## src/rtl/gtmr_pkg.sv

```systemverilog
package gtmr_pkg;

    // Register byte offsets; software drivers decode these, so they are fixed.
    localparam int OFS_CNT_LO = 'h00;
    localparam int OFS_CNT_HI = 'h04;
    localparam int OFS_CTRL   = 'h08;
    localparam int OFS_STAT   = 'h0C;
    localparam int OFS_CMP_LO = 'h10;
    localparam int OFS_CMP_HI = 'h14;
    localparam int OFS_STEP   = 'h18;

    localparam int CTRL_W = 4;

    // Field order matches control bits 3..0.
    typedef struct packed {
        logic auto_inc;
        logic irq_en;
        logic cmp_en;
        logic run;
    } ctrl_t;

    typedef struct packed {
        logic cnt_lo;
        logic cnt_hi;
        logic ctrl;
        logic stat;
        logic cmp_lo;
        logic cmp_hi;
        logic step;
    } wr_strobe_t;

    function automatic ctrl_t ctrl_from_word(input logic [CTRL_W-1:0] bits);
        return ctrl_t'(bits);
    endfunction

endpackage

```

## src/rtl/gtmr_regif.sv

```systemverilog
module gtmr_regif
    import gtmr_pkg::*;
#(
    parameter int ADDR_W = 8,
    parameter int DW     = 32
) (
    input  logic              we,
    input  logic [ADDR_W-1:0] addr,
    input  logic [2*DW-1:0]   cnt,
    input  ctrl_t             ctrl,
    input  logic              flag,
    input  logic [2*DW-1:0]   cmp,
    input  logic [DW-1:0]     step,
    output wr_strobe_t        wr,
    output logic [DW-1:0]     rdata
);
    localparam logic [ADDR_W-1:0] A_CNT_LO = ADDR_W'(OFS_CNT_LO);
    localparam logic [ADDR_W-1:0] A_CNT_HI = ADDR_W'(OFS_CNT_HI);
    localparam logic [ADDR_W-1:0] A_CTRL   = ADDR_W'(OFS_CTRL);
    localparam logic [ADDR_W-1:0] A_STAT   = ADDR_W'(OFS_STAT);
    localparam logic [ADDR_W-1:0] A_CMP_LO = ADDR_W'(OFS_CMP_LO);
    localparam logic [ADDR_W-1:0] A_CMP_HI = ADDR_W'(OFS_CMP_HI);
    localparam logic [ADDR_W-1:0] A_STEP   = ADDR_W'(OFS_STEP);

    always_comb begin
        wr.cnt_lo = we && (addr == A_CNT_LO);
        wr.cnt_hi = we && (addr == A_CNT_HI);
        wr.ctrl   = we && (addr == A_CTRL);
        wr.stat   = we && (addr == A_STAT);
        wr.cmp_lo = we && (addr == A_CMP_LO);
        wr.cmp_hi = we && (addr == A_CMP_HI);
        wr.step   = we && (addr == A_STEP);
    end

    always_comb begin
        rdata = '0;
        unique case (addr)
            A_CNT_LO: rdata = cnt[DW-1:0];
            A_CNT_HI: rdata = cnt[2*DW-1:DW];
            A_CTRL:   rdata = DW'(ctrl);
            A_STAT:   rdata = DW'(flag);
            A_CMP_LO: rdata = cmp[DW-1:0];
            A_CMP_HI: rdata = cmp[2*DW-1:DW];
            A_STEP:   rdata = step;
            default:  rdata = '0;
        endcase
    end

endmodule

```

## src/rtl/gtmr_counter.sv

```systemverilog
module gtmr_counter #(
    parameter int DW = 32
) (
    input  logic            clk,
    input  logic            rst,
    input  logic            run,
    input  logic            wr_lo,
    input  logic            wr_hi,
    input  logic [DW-1:0]   wdata,
    output logic [2*DW-1:0] cnt
);
    localparam int CW = 2 * DW;

    logic [DW-1:0] lo_q, hi_q;
    logic          lo_wrap;

    assign lo_wrap = &lo_q;
    assign cnt     = {hi_q, lo_q};

    always_ff @(posedge clk) begin
        if (rst) begin
            lo_q <= '0;
            hi_q <= '0;
        end else if (run) begin
            lo_q <= lo_q + 1'b1;
            if (lo_wrap) hi_q <= hi_q + 1'b1;
        end else begin
            if (wr_lo) lo_q <= wdata;
            if (wr_hi) hi_q <= wdata;
        end
    end

    p_hold_r3: assert property (@(posedge clk) disable iff (rst)
        (!run && !wr_lo && !wr_hi) |=> $stable(cnt));

    p_count_r3: assert property (@(posedge clk) disable iff (rst)
        run |=> cnt == $past(cnt) + CW'(1));

    p_ignore_wr_r4: assert property (@(posedge clk) disable iff (rst)
        (run && (wr_lo || wr_hi)) |=> cnt[DW-1:0] == $past(cnt[DW-1:0]) + DW'(1));

    p_carry_r5: assert property (@(posedge clk) disable iff (rst)
        (run && (&cnt[DW-1:0])) |=> cnt[CW-1:DW] == $past(cnt[CW-1:DW]) + DW'(1));

endmodule

```

## src/rtl/gtmr_compare.sv

```systemverilog
module gtmr_compare #(
    parameter int DW = 32
) (
    input  logic            clk,
    input  logic            rst,
    input  logic [2*DW-1:0] cnt,
    input  logic            cmp_en,
    input  logic            auto_inc,
    input  logic            wr_lo,
    input  logic            wr_hi,
    input  logic            wr_step,
    input  logic            wr_stat,
    input  logic [DW-1:0]   wdata,
    output logic [2*DW-1:0] cmp,
    output logic [DW-1:0]   step,
    output logic            flag
);
    localparam int CW = 2 * DW;

    logic match;
    logic clr_req;

    assign match   = cmp_en && (cnt == cmp);
    assign clr_req = wr_stat && wdata[0];

    // A software write to either compare half wins over the auto-increment.
    always_ff @(posedge clk) begin
        if (rst) begin
            cmp <= '0;
        end else if (wr_lo || wr_hi) begin
            if (wr_lo) cmp[DW-1:0]  <= wdata;
            if (wr_hi) cmp[CW-1:DW] <= wdata;
        end else if (match && auto_inc) begin
            cmp <= cmp + {{DW{1'b0}}, step};
        end
    end

    always_ff @(posedge clk) begin
        if (rst)          step <= '0;
        else if (wr_step) step <= wdata;
    end

    // A match in the same cycle as a clear keeps the flag set.
    always_ff @(posedge clk) begin
        if (rst)          flag <= 1'b0;
        else if (match)   flag <= 1'b1;
        else if (clr_req) flag <= 1'b0;
    end

    p_set_r6: assert property (@(posedge clk) disable iff (rst)
        match |=> flag);

    p_no_spurious_r6: assert property (@(posedge clk) disable iff (rst)
        (!flag && !match) |=> !flag);

    p_sticky_r7: assert property (@(posedge clk) disable iff (rst)
        (flag && !clr_req) |=> flag);

    p_autoinc_r8: assert property (@(posedge clk) disable iff (rst)
        (match && auto_inc && !wr_lo && !wr_hi) |=> cmp == $past(cmp) + CW'($past(step)));

endmodule

```

## src/rtl/gtmr_top.sv

```systemverilog
module gtmr_top
    import gtmr_pkg::*;
#(
    parameter int ADDR_W = 8,
    parameter int DW     = 32
) (
    input  logic              clk,
    input  logic              rst,
    input  logic              bus_we,
    input  logic [ADDR_W-1:0] bus_addr,
    input  logic [DW-1:0]     bus_wdata,
    output logic [DW-1:0]     bus_rdata,
    output logic              irq_o
);
    localparam int CW = 2 * DW;

    wr_strobe_t      wr;
    ctrl_t           ctrl_q;
    logic [CW-1:0]   cnt;
    logic [CW-1:0]   cmp;
    logic [DW-1:0]   step;
    logic            flag;

    always_ff @(posedge clk) begin
        if (rst)          ctrl_q <= '0;
        else if (wr.ctrl) ctrl_q <= ctrl_from_word(bus_wdata[CTRL_W-1:0]);
    end

    assign irq_o = flag && ctrl_q.irq_en;

    gtmr_regif #(.ADDR_W(ADDR_W), .DW(DW)) u_regif (
        .we    (bus_we),
        .addr  (bus_addr),
        .cnt   (cnt),
        .ctrl  (ctrl_q),
        .flag  (flag),
        .cmp   (cmp),
        .step  (step),
        .wr    (wr),
        .rdata (bus_rdata)
    );

    gtmr_counter #(.DW(DW)) u_counter (
        .clk   (clk),
        .rst   (rst),
        .run   (ctrl_q.run),
        .wr_lo (wr.cnt_lo),
        .wr_hi (wr.cnt_hi),
        .wdata (bus_wdata),
        .cnt   (cnt)
    );

    gtmr_compare #(.DW(DW)) u_compare (
        .clk      (clk),
        .rst      (rst),
        .cnt      (cnt),
        .cmp_en   (ctrl_q.cmp_en),
        .auto_inc (ctrl_q.auto_inc),
        .wr_lo    (wr.cmp_lo),
        .wr_hi    (wr.cmp_hi),
        .wr_step  (wr.step),
        .wr_stat  (wr.stat),
        .wdata    (bus_wdata),
        .cmp      (cmp),
        .step     (step),
        .flag     (flag)
    );

    p_irq_needs_en_r9: assert property (@(posedge clk) disable iff (rst)
        (!ctrl_q.irq_en) |-> !irq_o);

endmodule

```

## config.mk

```make
export PLATFORM = sky130hd
export DESIGN_NAME = gtmr_top
export DESIGN_NICKNAME = d
export VERILOG_FILES = /design/src/rtl/gtmr_pkg.sv /design/src/rtl/gtmr_regif.sv /design/src/rtl/gtmr_counter.sv /design/src/rtl/gtmr_compare.sv /design/src/rtl/gtmr_top.sv
export SDC_FILE = /design/constraint.sdc
export NUM_CORES = 1
export LEC_CHECK = 0
export ABC_AREA = 1
export BUFFER_PORTS_ARGS = -buffer_cell sky130_fd_sc_hd__buf_2
export CORE_AREA = 8 8 173 175
export CTS_BUF_LIST = sky130_fd_sc_hd__clkbuf_4 sky130_fd_sc_hd__clkbuf_8
export CTS_CLUSTER_SIZE = 10
export DETAILED_ROUTE_END_ITERATION = 16
export DIE_AREA = 0 0 181 183
export PLACE_DENSITY = 0.77
export SYNTH_ARGS = -nofsm -noshare
export SYNTH_HDL_FRONTEND = slang
export SYNTH_HIERARCHICAL = 1
export SYNTH_SLANG_ARGS = --single-unit
```

## constraint.sdc

```tcl
create_clock -name clk -period 3.9 [get_ports clk]
set_clock_uncertainty 0.2 [all_clocks]
set_input_delay 1.17 -clock clk [delete_from_list [all_inputs] [get_ports clk]]
set_output_delay 1.17 -clock clk [all_outputs]
set_load 0.02 [all_outputs]
```

==> reports/metrics.csv <==
metric,value,unit
outcome,"finished, final reports clean",
Slew Limit Fails,0,
share of cells above drive strength 1,6.79,%
leakage,8.68,nW
CTS max path bufs,2,
Sum Neg Setup Slack,0,ns
number of buffers created by CTS,17,
"delay-heaviest family, CP",buffers and inverters,
crit-path cells,"buf_2, inv_1, nand2_1, nor2_4, buf_12, nand3_1, nand2_1, inv_1, nand2_1, buf_2",
"Clk Latency, worst-skew pair",0.49,ns
Critical Path Stages,10,
Yosys top cell by area,nand2_1,
Mapped Area,16000,um2
WL final,69000,um
Synthesis Warnings,6,
vias,20475,
post-route cell area,17000,um2
hold endpoint,ctrl_q[2],
measured slew at the worst slew-check pin,1.20,ns
worst-case reg-to-reg path depth,15,
Worst Path Buf+Inv,5,
GP Congestion,1.06,
list of most frequent post-synthesis cells,"nand2_1 (1014), nor2_1 (603), inv_1 (402), nand3_1 (258), dfxtp_1 (165)",
Post-synth EDFFs,0,
Nets,3172,
DRT Pass-1 Iters,8,
CTS root buf,clkbuf_8,
post_cts resized,0,
drt drc,0,
fin crit share,97.4,%
fin crit period,3.80,ns
Post-CTS Setup Bufs,0,
RR Endpoint,u_compare/cmp[24],
"Async S/R FF share, synth",0,%
die width,181,um
Fin. Hold Viols,0,
Rel. slew slack,19.9,%
flop-to-flop setup slack,0.79,ns
Crit. End Element,primary output,
Cells after Synth,3065,
# rows,61,
"Reg clk slew, reported paths",0.10,ns
Final HPWL DP,53600,um
initial antenna violation count,0,
Max IR drop VDD,204,uV
Initial DRC Count,3053,
I/O Buffers,75,
hold_buf cts,0,
CTS tree,built,
Yosys top cell area share,23.8,%
syn_nets,3143,
Initial Utilization,58.5,%
crit path max-delay cell type,buf_12,
DP Area,16600,um2
Routed Antenna Nets,0,
Crit Path Class,primary input to primary output,
Critical R2R Launch,u_compare/cmp[0],
Critical Path Most Common Cell,nand2_1,
CP max FO,44,
core box area,27300,um2
via-per-instance ratio,5.93,
Sink Count,165,
number of global-route vias before repair,18557,
#FFs+latches synth,165,
area growth from synthesis to layout,6.44,%
die height,183,um
synthesized area per cell,5.21,um2
grt ovf,0,
Unique masters post-synth,46,
startpoint types,primary input,
diode count,0,
Synth area leaders,"nand2_1 (24%), dfxtp_1 (21%), nor2_1 (14%)",
Final setup viols,0,
most common cell in the netlist,nand2_1,
H-tree depth,4,
Worst Hold Class,register to register,
crit path DAT,2.43,ns
wire length per cell,20.0,um
fmax,263,MHz
first-pass GRT wire length,104000,um
hold path depth,2,
max_cap viols,0,
die area,33100,um2
Worst path max stage delay,0.25,ns
Main synth FF type,dfxtp_1,
register area share after synthesis,20.7,%
GRT Overall Usage,40.5,%
largest net degree at the start of global routing,60,
IO Count,76,
hold_sp,ctrl_q[2],
critical path required time,2.53,ns
Power per Cell Area,191,nW/um2
RSZ-0062 raised after global routing,false,
cell type report:
cell class | instances | area, um2
multi-input cells | 2378 | 10500
clock inverters | 14 | 160
inverters | 424 | 1600
well taps | 346 | 433
repair buffers | 108 | 736
clock buffers | 18 | 248
fillers | 2811 | 10300
flip-flops and latches | 165 | 3300
per-layer routing:
layer	vias to the layer above	track usage [%]	wire length, um
met2	1558	64.4	30000
met5	-	0	0
met3	248	8.71	8890
met4	0	24.9	4550
li1	9564	-	-
met1	9105	49.7	25600
kinds of logic (layout without fill, tap and decap cells):
family                   count (synthesis)  after routing  share of synthesized area [%]
adder cells (fa/ha/maj)                 35             35                           2.79
buffers and inverters                  522            564                           13.5
AND/OR/NAND/NOR                       1982           1982                           50.7
XOR/XNOR                                17             17                          0.932
AO/OA/AOI/OAI                          344            344                           11.3
flip-flops                             165            165                           20.7
cell usage in the layout, fill, tap and decap left out, types with 8 or more instances in the layout:
master and n:
nand3b_1 10, nor2_1 600, xnor2_1 13, nor3_1 17, clkbuf_8 18, o21ai_1 51
nand4_1 24, a21oi_1 96, dfxtp_1 164, o21bai_1 24, nand3_1 258, or2_2 15
nand2_1 1014, o21ai_0 155, inv_2 20, buf_2 75, a31oi_1 8, buf_4 24
inv_1 401, buf_12 9, nand2_2 9, ha_1 34, nor2_2 13
registers in the layout, summed over array words and instances (netlist names):
register / cells
ctrl_q: 4
u_compare/cmp: 64
u_compare/flag: 1
u_compare/step: 32
u_counter/hi_q: 32
u_counter/lo_q: 32
worst reg2reg max path: cells and delay by family, from the launching register on:
family / cells / cell delay [ns]
adder cells (fa/ha/maj): 2 / 0.81
buffers and inverters: 1 / 0.05
flip-flops: 1 / 0.40
AND/OR/NAND/NOR: 12 / 1.55
worst max-delay path by stage:
stage | startpoint | to | slack [ns]
global placement | bus_addr[3] | bus_rdata[13] | 0.15
floorplan | bus_addr[5] | bus_rdata[4] | 0.48
finish | bus_addr[3] | bus_rdata[17] | 0.10
detailed placement | bus_addr[5] | u_counter/lo_q[24] | 0.13
global route | bus_addr[3] | bus_rdata[17] | 0.007
CTS | bus_addr[3] | bus_rdata[13] | 0.13
metrics by stage:
stage	util [%]	instances	total power [mW]	hold slack [ns]	setup WS, ns
2_1_floorplan	-	3065	1.83	0.251	0.484
3_3_place_gp	60.7	3421	1.92	0.278	0.147
3_5_place_dp	60.7	3421	1.92	0.288	0.126
4_1_cts	62.2	3453	3.23	0.302	0.133
5_1_grt	62.2	3453	3.33	0.342	0.00664
6_report	62.2	3453	3.25	0.303	0.101
where the power goes:
part           switching (mW)  internal (mW)
Sequential             0.0101           1.69
Clock                   0.800          0.557
Combinational           0.142         0.0551
No activity file was read; power rests on OpenSTA's default activity.
